===== src/rtl/sat_pkg.sv =====
package sat_pkg;
   localparam int ADDR_W = 3;
   localparam int DATA_W = 32;
   localparam int NSTAT  = 4;

   localparam logic [ADDR_W-1:0] A_DIV    = 3'd0;
   localparam logic [ADDR_W-1:0] A_ALARM  = 3'd1;
   localparam logic [ADDR_W-1:0] A_PERIOD = 3'd2;
   localparam logic [ADDR_W-1:0] A_COUNT  = 3'd3;
   localparam logic [ADDR_W-1:0] A_STATUS = 3'd4;
   localparam logic [ADDR_W-1:0] A_IEN    = 3'd5;
   localparam logic [ADDR_W-1:0] A_IDIS   = 3'd6;
   localparam logic [ADDR_W-1:0] A_MASK   = 3'd7;

   localparam int S_IVL  = 0;
   localparam int S_WDOG = 1;
   localparam int S_INC  = 2;
   localparam int S_ALM  = 3;
endpackage


===== src/rtl/sat_prescaler.sv =====
module sat_prescaler #(
   parameter int PW = 16
) (
   input  logic          clk,
   input  logic          rst_n,
   input  logic          tick,
   input  logic [PW-1:0] div,
   input  logic          restart,
   output logic          inc
);
   logic [PW-1:0] phase_q;
   logic          last;

   // divider values 0 and 1 both mean "every tick"
   assign last = (div <= PW'(1)) || (phase_q == div - PW'(1));
   assign inc  = tick && last;

   always_ff @(posedge clk) begin
      if (!rst_n)       phase_q <= '0;
      else if (restart) phase_q <= '0;
      else if (tick)    phase_q <= last ? '0 : phase_q + PW'(1);
   end
endmodule


===== src/rtl/sat_rtc.sv =====
module sat_rtc #(
   parameter int CW = 20
) (
   input  logic          clk,
   input  logic          rst_n,
   input  logic          inc,
   input  logic [CW-1:0] alarm,
   output logic [CW-1:0] cnt,
   output logic          alm_hit
);
   logic [CW-1:0] cnt_nx;

   assign cnt_nx  = cnt + CW'(1);
   // match only on stepping onto the value, never on a standing equality
   assign alm_hit = inc && (cnt_nx == alarm);

   always_ff @(posedge clk) begin
      if (!rst_n)   cnt <= '0;
      else if (inc) cnt <= cnt_nx;
   end
endmodule


===== src/rtl/sat_interval.sv =====
module sat_interval #(
   parameter int PER_W = 16
) (
   input  logic             clk,
   input  logic             rst_n,
   input  logic             tick,
   input  logic [PER_W-1:0] period,
   input  logic             restart,
   output logic             expired
);
   logic [PER_W-1:0] n_q;
   logic             run;
   logic             wrap;

   assign run     = (period != '0);
   assign wrap    = (n_q == period - PER_W'(1));
   assign expired = tick && run && wrap;

   always_ff @(posedge clk) begin
      if (!rst_n)            n_q <= '0;
      else if (restart)      n_q <= '0;
      else if (tick && run)  n_q <= wrap ? '0 : n_q + PER_W'(1);
   end
endmodule


===== src/rtl/sat_status.sv =====
module sat_status #(
   parameter int N = 4
) (
   input  logic         clk,
   input  logic         rst_n,
   input  logic [N-1:0] ev,
   input  logic         clr,
   input  logic [N-1:0] set_m,
   input  logic [N-1:0] clr_m,
   output logic [N-1:0] st,
   output logic [N-1:0] mask,
   output logic         irq
);
   for (genvar i = 0; i < N; i++) begin : g_bit
      always_ff @(posedge clk) begin
         if (!rst_n)   st[i] <= 1'b0;
         else if (clr) st[i] <= ev[i];          // event wins over read-clear
         else          st[i] <= st[i] | ev[i];
      end
      always_ff @(posedge clk) begin
         if (!rst_n)        mask[i] <= 1'b0;
         else if (set_m[i]) mask[i] <= 1'b1;
         else if (clr_m[i]) mask[i] <= 1'b0;
      end
   end

   assign irq = |(st & mask);
endmodule


===== src/rtl/sys_alarm_timer.sv =====
module sys_alarm_timer #(
   parameter int CNT_W     = 20,
   parameter int PRESC_W   = 16,
   parameter int PER_W     = 16,
   parameter int PRESC_RST = 32768
) (
   input  logic        clk,
   input  logic        rst_n,
   input  logic        slow_tick,
   input  logic        bus_sel,
   input  logic        bus_wr,
   input  logic [2:0]  bus_addr,
   input  logic [31:0] bus_wdata,
   output logic [31:0] bus_rdata,
   output logic        irq
);
   import sat_pkg::*;

   localparam int NS = NSTAT;
   localparam logic [CNT_W-1:0]   ALARM_RST = '1;
   localparam logic [PRESC_W-1:0] DIV_RST   = PRESC_W'(PRESC_RST);

   if (CNT_W < 2 || CNT_W > DATA_W) begin : g_bad_cnt
      $error("CNT_W out of range");
   end
   if (PRESC_W < 1 || PRESC_W > DATA_W) begin : g_bad_presc
      $error("PRESC_W out of range");
   end
   if (PER_W < 1 || PER_W > DATA_W) begin : g_bad_per
      $error("PER_W out of range");
   end
   if (PRESC_RST < 0 || PRESC_RST >= (64'd1 << PRESC_W)) begin : g_bad_rst
      $error("PRESC_RST does not fit PRESC_W");
   end

   logic [PRESC_W-1:0] div_q;
   logic [CNT_W-1:0]   alarm_q;
   logic [PER_W-1:0]   period_q;
   logic [CNT_W-1:0]   cnt_q;
   logic [NS-1:0]      st_q, mask_q, ev;
   logic               wr_stb, rd_stb;
   logic               inc, alm_hit, ivl_exp;
   logic               div_wr, per_wr, st_clr;
   logic [NS-1:0]      set_m, clr_m;
   logic [31:0]        rd_val;

   assign wr_stb = bus_sel && bus_wr;
   assign rd_stb = bus_sel && !bus_wr;
   assign div_wr = wr_stb && (bus_addr == A_DIV);
   assign per_wr = wr_stb && (bus_addr == A_PERIOD);
   assign st_clr = rd_stb && (bus_addr == A_STATUS);
   assign set_m  = (wr_stb && bus_addr == A_IEN)  ? bus_wdata[NS-1:0] : '0;
   assign clr_m  = (wr_stb && bus_addr == A_IDIS) ? bus_wdata[NS-1:0] : '0;

   always_ff @(posedge clk) begin
      if (!rst_n) begin
         div_q    <= DIV_RST;
         alarm_q  <= ALARM_RST;
         period_q <= '0;
      end else begin
         if (div_wr)                               div_q    <= bus_wdata[PRESC_W-1:0];
         if (wr_stb && bus_addr == A_ALARM)        alarm_q  <= bus_wdata[CNT_W-1:0];
         if (per_wr)                               period_q <= bus_wdata[PER_W-1:0];
      end
   end

   sat_prescaler #(.PW(PRESC_W)) u_div (
      .clk(clk), .rst_n(rst_n), .tick(slow_tick), .div(div_q),
      .restart(div_wr), .inc(inc));

   sat_rtc #(.CW(CNT_W)) u_rtc (
      .clk(clk), .rst_n(rst_n), .inc(inc), .alarm(alarm_q),
      .cnt(cnt_q), .alm_hit(alm_hit));

   sat_interval #(.PER_W(PER_W)) u_ivl (
      .clk(clk), .rst_n(rst_n), .tick(slow_tick), .period(period_q),
      .restart(per_wr), .expired(ivl_exp));

   always_comb begin
      ev         = '0;
      ev[S_IVL]  = ivl_exp;
      ev[S_WDOG] = 1'b0;
      ev[S_INC]  = inc;
      ev[S_ALM]  = alm_hit;
   end

   sat_status #(.N(NS)) u_st (
      .clk(clk), .rst_n(rst_n), .ev(ev), .clr(st_clr),
      .set_m(set_m), .clr_m(clr_m), .st(st_q), .mask(mask_q), .irq(irq));

   always_comb begin
      rd_val = '0;
      case (bus_addr)
         A_DIV:    rd_val = 32'(div_q);
         A_ALARM:  rd_val = 32'(alarm_q);
         A_PERIOD: rd_val = 32'(period_q);
         A_COUNT:  rd_val = 32'(cnt_q);
         A_STATUS: rd_val = 32'(st_q);
         A_MASK:   rd_val = 32'(mask_q);
         default:  rd_val = '0;
      endcase
   end

   always_ff @(posedge clk) begin
      if (!rst_n)      bus_rdata <= '0;
      else if (rd_stb) bus_rdata <= rd_val;
   end
endmodule


===== config.mk =====
export PLATFORM = sky130hd
export DESIGN_NAME = sys_alarm_timer
export DESIGN_NICKNAME = d
export VERILOG_FILES = /design/src/rtl/sat_pkg.sv /design/src/rtl/sat_prescaler.sv /design/src/rtl/sat_rtc.sv /design/src/rtl/sat_interval.sv /design/src/rtl/sat_status.sv /design/src/rtl/sys_alarm_timer.sv
export SDC_FILE = /design/constraint.sdc
export NUM_CORES = 1
export LEC_CHECK = 0
export ABC_AREA = 1
export BUFFER_PORTS_ARGS = -buffer_cell sky130_fd_sc_hd__buf_2
export CORE_AREA = 8 8 148 150
export CTS_BUF_LIST = sky130_fd_sc_hd__clkbuf_4 sky130_fd_sc_hd__clkbuf_8
export CTS_CLUSTER_SIZE = 30
export DETAILED_ROUTE_END_ITERATION = 6
export DIE_AREA = 0 0 156 158
export PLACE_DENSITY_LB_ADDON = 0.1
export SYNTH_ARGS = -nofsm -noshare
export SYNTH_HDL_FRONTEND = slang
export SYNTH_SLANG_ARGS = --single-unit

===== constraint.sdc =====
create_clock -name clk -period 2.3 [get_ports clk]
set_input_delay 0.345 -clock clk [delete_from_list [all_inputs] [get_ports clk]]
set_output_delay 0.345 -clock clk [all_outputs]
set_load 0.02 [all_outputs]

==> results.ini <==
[detailed_routing]
vias_per_cell = 5.02
dr.pass1.iters = 7
ant_nets = 0
post_drt_wl_per_cell_um = 15.5
drt-total-wl_um = 24200
drt_iter0_drc = 480
drc = 0
routed-via-count = 7860

[grt]
grt_antenna_before_repair = 0
grt_max_degree = 45
grt_pass1_vias = 7312
overflow = 0
grt_pass1_wl_um = 38600
gr-usage-all-layers = 0.200

[place]
dp_hpwl_um = 18500
io_buffer_count = 48
dp_slack_ps = 63.8
place_inst = 1529
place.gp.congestion = 0.881
dpl_cell_area_um2 = 8560

[yosys]
synthAdderAreaFrac = 0.00956
netlist.area_leader.share = 0.334
synth_top_family_by_area = simple AND/OR/NAND/NOR gates
ys_seq_area_frac = 0.334
yosysTopAreaCell = dfxtp_1
ys_warn_count = 0
post-synth-top-count-cell = nand2_1
syn_area_per_cell_um2 = 6.48
ys.flop_type = dfxtp_1
netlist_area_um2 = 7860
yosys-top-cells-area = dfxtp_1, nand2_1, nor2_1, inv_1, nand3_1
synth_edf_count = 0
synthSimpleGateAreaFrac = 0.338
synthCells = 1213
synthMuxAreaShare = 0
synthTopCellsByCount = nand2_1, nor2_1, inv_1, dfxtp_1, nand3_1
async_reset_ff_frac = 0
ys_seq_elements = 131
synth_compound_area_frac = 0.148
ys_types = 45
synth_xor_xnor_area_share = 0.0608

[clock_network]
clkSinkCount = 131
ctsLongestPathBuffers = 2
clock-root-buffer = clkbuf_8
numCtsBuffers = 17
clk_latency_ps = 460
cts.clk_slew.worst_paths_ps = 90
tritoncts = done
htreeDepth = 4

[min_path]
min_from = bus_wdata[17]
hp-class = in2reg
hold_depth = 3
hold_end = alarm_q[17]$_SDFFE_PN1P_

[final_layout]
n_antenna_cell = 0
layout-drive-gt1-share = 0.155
finalNonFillerCells = 1565
nets = 1328
design_area_um2 = 9240
area_delta_synth_final_pct = 17.6

[timing]
maxSlewViolCount = 0
fmaxAchievable_ghz = 0.445
period_share = 0.977
tightest_slew_ps = 791
setup_violations = 0
hold_violations = 0
finalSetupTns_ps = 0
clock-skew-final_ps = 20.0
min_period_ps = 2250
rsz0062_at_grt = true
slew_headroom = 0.472
setup_slack_ps = 53.8

[power]
seqPwrFrac = 0.459
intPower_mw = 3.60
max-vdd-ir-drop_uv = 336
finalPower_mw = 5.10
combPwrFrac = 0.128
clockPowerShare = 0.413
switching_share = 0.294
power_density_nw_per_um2 = 552
power_leakage_nw = 4.10
power.switching_mw = 1.50

[worst_setup_path]
cp_max_fo = 7
cp_slowest_cell = dfxtp_2
rr_worst_depth = 14
rr_endpoint = u_rtc.cnt[15]$_SDFFE_PN0P_
ff2ff_setup_slack_ps = 50
r2r_start = div_q[1]$_SDFFE_PN0P_
cp_cell_sequence = buf_4 -> nor2_4 -> nand2_4 -> nor2_8 -> nand2_2 -> xor2_4 -> inv_2 -> nor2_4 -> nand4_4 -> nand2_4 -> nand2_8 -> clkbuf_16 -> o21ai_1 -> nor2_1
worst_setup_path_start_kind = register
cp_slowest_stage_delay_ps = 330
worst-setup-path-type = reg2reg
worstPathRequired_ps = 2650
arrival_ps = 2600
end_kind = register

[floorplanning]
num_rows = 52
core_region_area_um2 = 19700
die_h_um = 158
dieWidth_um = 156
ios = 73
start_util = 0.399
dieArea_um2 = 24600

[flow_run]
max-cap-violations = 0

[run_status]
run_status = completed

critical path, delay by kind of cell (launching register included):
| family | cells | cell delay, ps |
|---|---|---|
| and+or+nand+nor | 9 | 1090 |
| buffers and inverters | 3 | 390 |
| DFF | 1 | 330 |
| xor gates and xnor gates | 1 | 180 |
| AOI/OAI and AO/OA | 1 | 120 |
sequential cells by signal (all words and copies together) (netlist names):
| register | cells |
|---|---|
| u_ivl.n_q | 16 |
| bus_rdata | 20 |
| period_q | 16 |
| u_rtc.cnt | 20 |
| u_st.st | 3 |
| u_div.phase_q | 16 |
| alarm_q | 20 |
| div_q | 16 |
| u_st.mask | 4 |
through the flow:
step | utilization | hold WS (ps)
after floorplan | - | 444
after global placement | 0.434 | 451
after detailed placement | 0.434 | 453
after CTS | 0.456 | 86.6
after global routing | 0.469 | 93.4
final | 0.469 | 97.6
layout by cell type (no fill, tap or decap), types with 4 or more instances in the layout:
| master | Yosys | routed |
|---|---|---|
| a21oi_1 | 65 | 63 |
| and2_1 | 5 | 5 |
| buf_12 | 0 | 6 |
| buf_2 | 3 | 48 |
| buf_4 | 12 | 32 |
| clkbuf_8 | 0 | 17 |
| clkinv_4 | 0 | 6 |
| conb_1 | 1 | 12 |
| dfxtp_1 | 131 | 128 |
| ha_1 | 6 | 5 |
| inv_1 | 152 | 149 |
| inv_2 | 6 | 9 |
| nand2_1 | 295 | 280 |
| nand2_2 | 6 | 17 |
| nand2_4 | 2 | 5 |
| nand3_1 | 75 | 74 |
| nand3_2 | 4 | 5 |
| nand3b_1 | 4 | 4 |
| nand4_1 | 13 | 13 |
| nor2_1 | 158 | 148 |
| nor2_2 | 8 | 13 |
| nor2_4 | 5 | 10 |
| nor3_1 | 20 | 19 |
| nor4_1 | 4 | 4 |
| o211ai_1 | 20 | 20 |
| o21ai_0 | 65 | 64 |
| o21ai_1 | 9 | 6 |
| o21ai_2 | 0 | 4 |
| o22ai_1 | 37 | 37 |
| xnor2_1 | 14 | 14 |
| xor2_1 | 36 | 36 |
power groups by stage:
stage / clock network [mW] / logic, mW / registers, mW
2_1_floorplan: 0 / 0.442 / 2.40
3_5_place_dp: 0 / 0.625 / 2.40
4_1_cts: 2.16 / 0.629 / 2.34
3_3_place_gp: 0 / 0.623 / 2.40
6_report: 2.11 / 0.652 / 2.34
5_1_grt: 2.26 / 0.729 / 2.35
routing by layer:
metal | part of all wire | global-route usage | routed length, um
met2 | 0.44 | 0.313 | 10600
met4 | 0.030 | 0.0767 | 719
met1 | 0.49 | 0.269 | 11700
met5 | 0 | 0 | 0
met3 | 0.045 | 0.0363 | 1090
worst max path at each step:
stage,startpoint,endpoint,slack [ps],cells past startpoint
after floorplan,div_q[0]$_SDFFE_PN0P_,u_div.phase_q[14]$_SDFFE_PP0P_,260,16
after global placement,div_q[1]$_SDFFE_PN0P_,u_rtc.cnt[18]$_SDFFE_PN0P_,70,16
after detailed placement,div_q[0]$_SDFFE_PN0P_,u_rtc.cnt[18]$_SDFFE_PN0P_,60,16
after CTS,period_q[0]$_SDFFE_PN0P_,u_ivl.n_q[1]$_SDFFE_PP0P_,20,12
after global routing,div_q[0]$_SDFFE_PN0P_,u_rtc.cnt[9]$_SDFFE_PN0P_,-130,17
final,div_q[1]$_SDFFE_PN0P_,u_rtc.cnt[15]$_SDFFE_PN0P_,50,14
area by class of cell:
cell class / instances / area, um2
Fill cell: 2077 / 10500
Multi-Input combinational cell: 885 / 4600
Sequential cell: 131 / 2630
Timing Repair Buffer: 89 / 662
Inverter: 158 / 593
Tap cell: 270 / 338
Clock buffer: 17 / 234
Clock inverter: 15 / 184
timing repair:
action                     CTS  global route
setup buffers                0             1
gates resized for setup      0            53
hold buffers                 0             0
setup endpoints to repair    0            54
cells by family (layout without fill, tap and decap cells):
| kind of cell | after synthesis | in the layout |
|---|---|---|
| simple gates | 609 | 609 |
| xor+xnor | 52 | 52 |
| other cells | 1 | 12 |
| flops | 131 | 131 |
| compound gates | 206 | 206 |
| fa+ha+maj | 6 | 6 |
| buf+inv | 208 | 279 |
Power figures use the tool's default switching activity.
